## config.mk

```make
export PLATFORM = sky130hd
export DESIGN_NAME = ctl_reg_apb
export DESIGN_NICKNAME = d
export VERILOG_FILES = /design/src/rtl/ctl_reg_apb.sv
export SDC_FILE = /design/constraint.sdc
export NUM_CORES = 1
export LEC_CHECK = 0
export BUFFER_PORTS_ARGS = -buffer_cell sky130_fd_sc_hd__buf_4
export CORE_ASPECT_RATIO = 1.2
export CORE_MARGIN = 2
export CORE_UTILIZATION = 30
export CTS_BUF_LIST = sky130_fd_sc_hd__clkbuf_8
export CTS_CLUSTER_DIAMETER = 120
export DETAILED_ROUTE_END_ITERATION = 10
export PLACE_DENSITY_LB_ADDON = 0.12
export RECOVER_POWER = 100
export SYNTH_ARGS = -nofsm -noshare
export SYNTH_HDL_FRONTEND = slang
export SYNTH_SLANG_ARGS = --single-unit
```

## constraint.sdc

```tcl
create_clock -name pclk -period 1.3 [get_ports pclk]
set_input_delay 0 -clock pclk [delete_from_list [all_inputs] [get_ports pclk]]
set_output_delay 0 -clock pclk [all_outputs]
set_load 0.02 [all_outputs]
```

## src/rtl/ctl_reg_apb.sv

```systemverilog
module ctl_reg_apb #(
  parameter bit          REV_B     = 1'b1,
  parameter logic [31:0] RSVD_ONES = 32'h8000_0000,
  parameter int          ADDR_W    = 8
) (
  input  logic              pclk,
  input  logic              presetn,
  input  logic              psel,
  input  logic              penable,
  input  logic              pwrite,
  input  logic [ADDR_W-1:0] paddr,
  input  logic [31:0]       pwdata,
  output logic [31:0]       prdata,
  output logic              pready,
  output logic              pslverr,
  output logic              ctl_en,
  output logic [2:0]        ctl_mode,
  output logic              ctl_feat
);
  localparam logic [31:0] DEF_MASK = REV_B ? 32'h0000_001F : 32'h0000_000F;
  localparam logic [31:0] ONE_MASK = RSVD_ONES & ~DEF_MASK;

  logic        hit, wr;
  logic [31:0] rd_word;

  assign hit = (paddr == '0);
  assign wr  = psel & penable & pwrite & hit;

  always_ff @(posedge pclk or negedge presetn)
    if (!presetn) begin
      ctl_en   <= 1'b0;
      ctl_mode <= 3'd0;
    end else if (wr) begin
      ctl_en   <= pwdata[0];
      ctl_mode <= pwdata[3:1];
    end

  generate
    if (REV_B) begin : g_feat
      logic feat_q;
      always_ff @(posedge pclk or negedge presetn)
        if (!presetn)  feat_q <= 1'b1;
        else if (wr)   feat_q <= pwdata[4];
      assign ctl_feat = feat_q;
    end else begin : g_legacy
      assign ctl_feat = 1'b1;
    end
  endgenerate

  assign rd_word = ({27'd0, ctl_feat, ctl_mode, ctl_en} & DEF_MASK) | ONE_MASK;
  assign prdata  = (psel && !pwrite && hit) ? rd_word : 32'd0;
  assign pready  = 1'b1;
  assign pslverr = 1'b0;

  AST_RSVD_CONST: assert property (@(posedge pclk) disable iff (!presetn)
    (psel && !pwrite && hit) |-> ((prdata & ~DEF_MASK) == ONE_MASK));
  AST_WRITE_MERGE: assert property (@(posedge pclk) disable iff (!presetn)
    wr |=> ((rd_word ^ ONE_MASK) == ($past(pwdata) & DEF_MASK)));
  AST_EN_LOAD: assert property (@(posedge pclk) disable iff (!presetn)
    wr |=> (ctl_en == $past(pwdata[0])));
  AST_MODE_LOAD: assert property (@(posedge pclk) disable iff (!presetn)
    wr |=> (ctl_mode == $past(pwdata[3:1])));
  AST_HOLD: assert property (@(posedge pclk) disable iff (!presetn)
    !wr |=> $stable({ctl_feat, ctl_mode, ctl_en}));
  AST_MISS_ZERO: assert property (@(posedge pclk) disable iff (!presetn)
    (psel && !hit) |-> (prdata == 32'd0));
  AST_NO_WAIT: assert property (@(posedge pclk) disable iff (!presetn)
    (pready && !pslverr));
endmodule

```

==> impl_metrics.env <==
export IMPL_power_density_nw_per_um2=866
export IMPL_clkPwrFrac_pct=48.1
export IMPL_cts_tree="yes"
export IMPL_finalCritPeriodShare_pct=86.7
export IMPL_worst_r2r_path_depth=1
export IMPL_initial_utilization_pct=31.3
export IMPL_swShare_pct=29.0
export IMPL_portBuffers=28
export IMPL_cts_setup_buffers=0
export IMPL_slowest_stage="and4b_1"
export IMPL_hold_ws_ps=18.4
export IMPL_peakVddDrop_mv=0.642
export IMPL_drc=0
export IMPL_worstSkewPairLatency_ps=220
export IMPL_cts_max_path_buffers=2
export IMPL_clkTransAtPathRegs_ps=30
export IMPL_antenna_cells=0
export IMPL_syn_inst=50
export IMPL_ys_warnings_count=0
export IMPL_drv_slew=0
export IMPL_cp_data_arrival_time_ps=1130
export IMPL_crit_required_ps=1300
export IMPL_rows=16
export IMPL_ys_seq_area_share_pct=25.3
export IMPL_drt_iter0_drc=0
export IMPL_die_w_um=41.3
export IMPL_drt_wl_total_um=986
export IMPL_drive_above_1_share_pct=33.3
export IMPL_path_delay_family="simple AND/OR/NAND/NOR gates"
export IMPL_cts_made_buffers=3
export IMPL_r2r_start="ctl_mode[1]"
export IMPL_cts_max_level=1
export IMPL_setup_viol=0
export IMPL_gp_congestion=0.587
export IMPL_min_from="pwdata[4]"
export IMPL_grt_pass1_wl_mm=1.41
export IMPL_ys_seq_elements=5
export IMPL_antenna_left=0
export IMPL_cp_num_buf_inv=2
export IMPL_worstSetupStartpoint="paddr[3]"
export IMPL_hold_viol=0
export IMPL_overflow=0
export IMPL_vias_per_cell=3.58
export IMPL_switchingPower_w=0.000166
export IMPL_grt_max_degree=7
export IMPL_crit_fanout=6
export IMPL_die_height_um=48.7
export IMPL_routedWlPerCell_um=9.67
export IMPL_max_stage_delay_ps=360
export IMPL_synth_avg_cell_area_um2=10.0
export IMPL_crit_cells=5
export IMPL_cp_end_kind="output pin"
export IMPL_regToRegSetupSlack_ps=500
export IMPL_dp_hpwl_um=811
export IMPL_status="finished, final reports clean"
export IMPL_hold_end="ctl_feat"
export IMPL_dieArea_um2=2010
export IMPL_path_cells="clkbuf_4 > nor4_1 > and4b_1 > and2_1 > buf_4"
export IMPL_fmax_mhz=887
export IMPL_drv_cap=0
export IMPL_criticalPathCategory="primary input to output pin"
export IMPL_fin_worst_skew_ps=0
export IMPL_power_frac_comb_pct=23.7
export IMPL_dpl_cell_area_um2=621
export IMPL_netlist_area_um2=500
export IMPL_final_util_pct=41.2
export IMPL_min_period_ps=1130
export IMPL_p_leak_nw=0.372
export IMPL_holdPathStages=2
export IMPL_area_growth_pct=31.7
export IMPL_final_nets=130
export IMPL_grtUsageTotal_pct=10.8
export IMPL_rsz0062_at_grt="false"
export IMPL_num_vias=365
export IMPL_first_global_vias=338
export IMPL_fin_tns_setup_ps=0
export IMPL_power_internal_w=0.000405
export IMPL_clock_sinks=5
export IMPL_antenna_found_initial=0
export IMPL_ys_types=11
export IMPL_r2r_end="ctl_mode[1]"
export IMPL_worstHoldPathType="primary input to flip-flop"
export IMPL_fin_area_um2=659
export IMPL_root_buffer="clkbuf_8"
export IMPL_coreArea_um2=1600
export IMPL_start_kind="primary input"
export IMPL_first_pass_iters=1
export IMPL_io_pins=84
export IMPL_p_seq_share_pct=28.2
[worst max-delay path by stage]
stage | endpoint | slack, ps
finish | prdata[2] | 170
global route | prdata[2] | 80
CTS | prdata[2] | 200
detailed placement | ctl_mode[0] | 170
global placement | ctl_mode[0] | 200
floorplan | prdata[0] | 350
[area by class of cell]
type	instances	area (um^2)
sequential	5	126
fill	175	942
timing repair buffer	32	224
multi-input combinational	43	241
tap	18	22.5
clock inverter	1	3.75
clock buffer	3	41.3
[Yosys cell counts]
cell,instances,area [um^2]
nor4_4,2,42.5
mux2_2,2,22.5
and2_1,5,31.3
nand3_2,1,10.0
and4b_1,1,10.0
buf_4,28,210
conb_1,2,7.51
and3_1,1,6.26
dfrtp_1,4,100
dfstp_2,1,26.3
mux2_1,3,33.8
[cell usage in the layout (no fill, tap or decap)]
master          n
and2_0          2
and2_1          3
and3_1          1
and4b_1         1
buf_4          20
clkbuf_1        7
clkbuf_4        1
clkbuf_8        3
conb_1         28
dfrtp_1         4
dfstp_2         1
dlygate4sd3_1   4
inv_1           1
mux2_1          3
mux2_2          2
nand3_1         1
nor4_1          1
nor4_4          1
[state kept, by name, summed over array words and instances (netlist names)]
name,count
ctl_feat,1
ctl_en,1
ctl_mode,3
[per-stage QoR]
stage	setup WS, ps	power [W]	std cells
after detailed placement	171	0.000296	94
after floorplan	351	0.000308	76
after CTS	200	0.000587	102
final	173	0.000571	102
after global placement	201	0.000295	94
after global routing	77.9	0.000602	102
[kinds of logic (layout without fill, tap and decap cells)]
kind of cell,count (synthesis),in the layout,synth area share [%]
simple gates,10,10,20.0
mux,5,5,11.2
other cells,2,28,1.50
buf+inv,28,36,42.0
flops,5,5,25.3
[timing repair]
item,in CTS,in global routing
resized for setup,0,0
endpoints found under the hold margin,8,0
hold buffers,4,0
[power groups by stage]
| stage | registers (W) | logic [W] | clock network [W] |
|---|---|---|---|
| finish | 0.000161 | 0.000135 | 0.000274 |
| global route | 0.000161 | 0.000148 | 0.000293 |
| CTS | 0.000161 | 0.000143 | 0.000283 |
| detailed placement | 0.000163 | 0.000133 | 0 |
| global placement | 0.000163 | 0.000132 | 0 |
| floorplan | 0.000165 | 0.000142 | 0 |
[routing by layer]
layer | share of wire, % | vias up | GRT usage (%)
li1 | - | 172 | -
met1 | 30 | 163 | 10.7
met2 | 60 | 30 | 18.5
met3 | 9.5 | 0 | 2.75
met4 | 0 | 0 | 6.45
met5 | 0 | - | 0
Power figures use the tool's default switching activity.
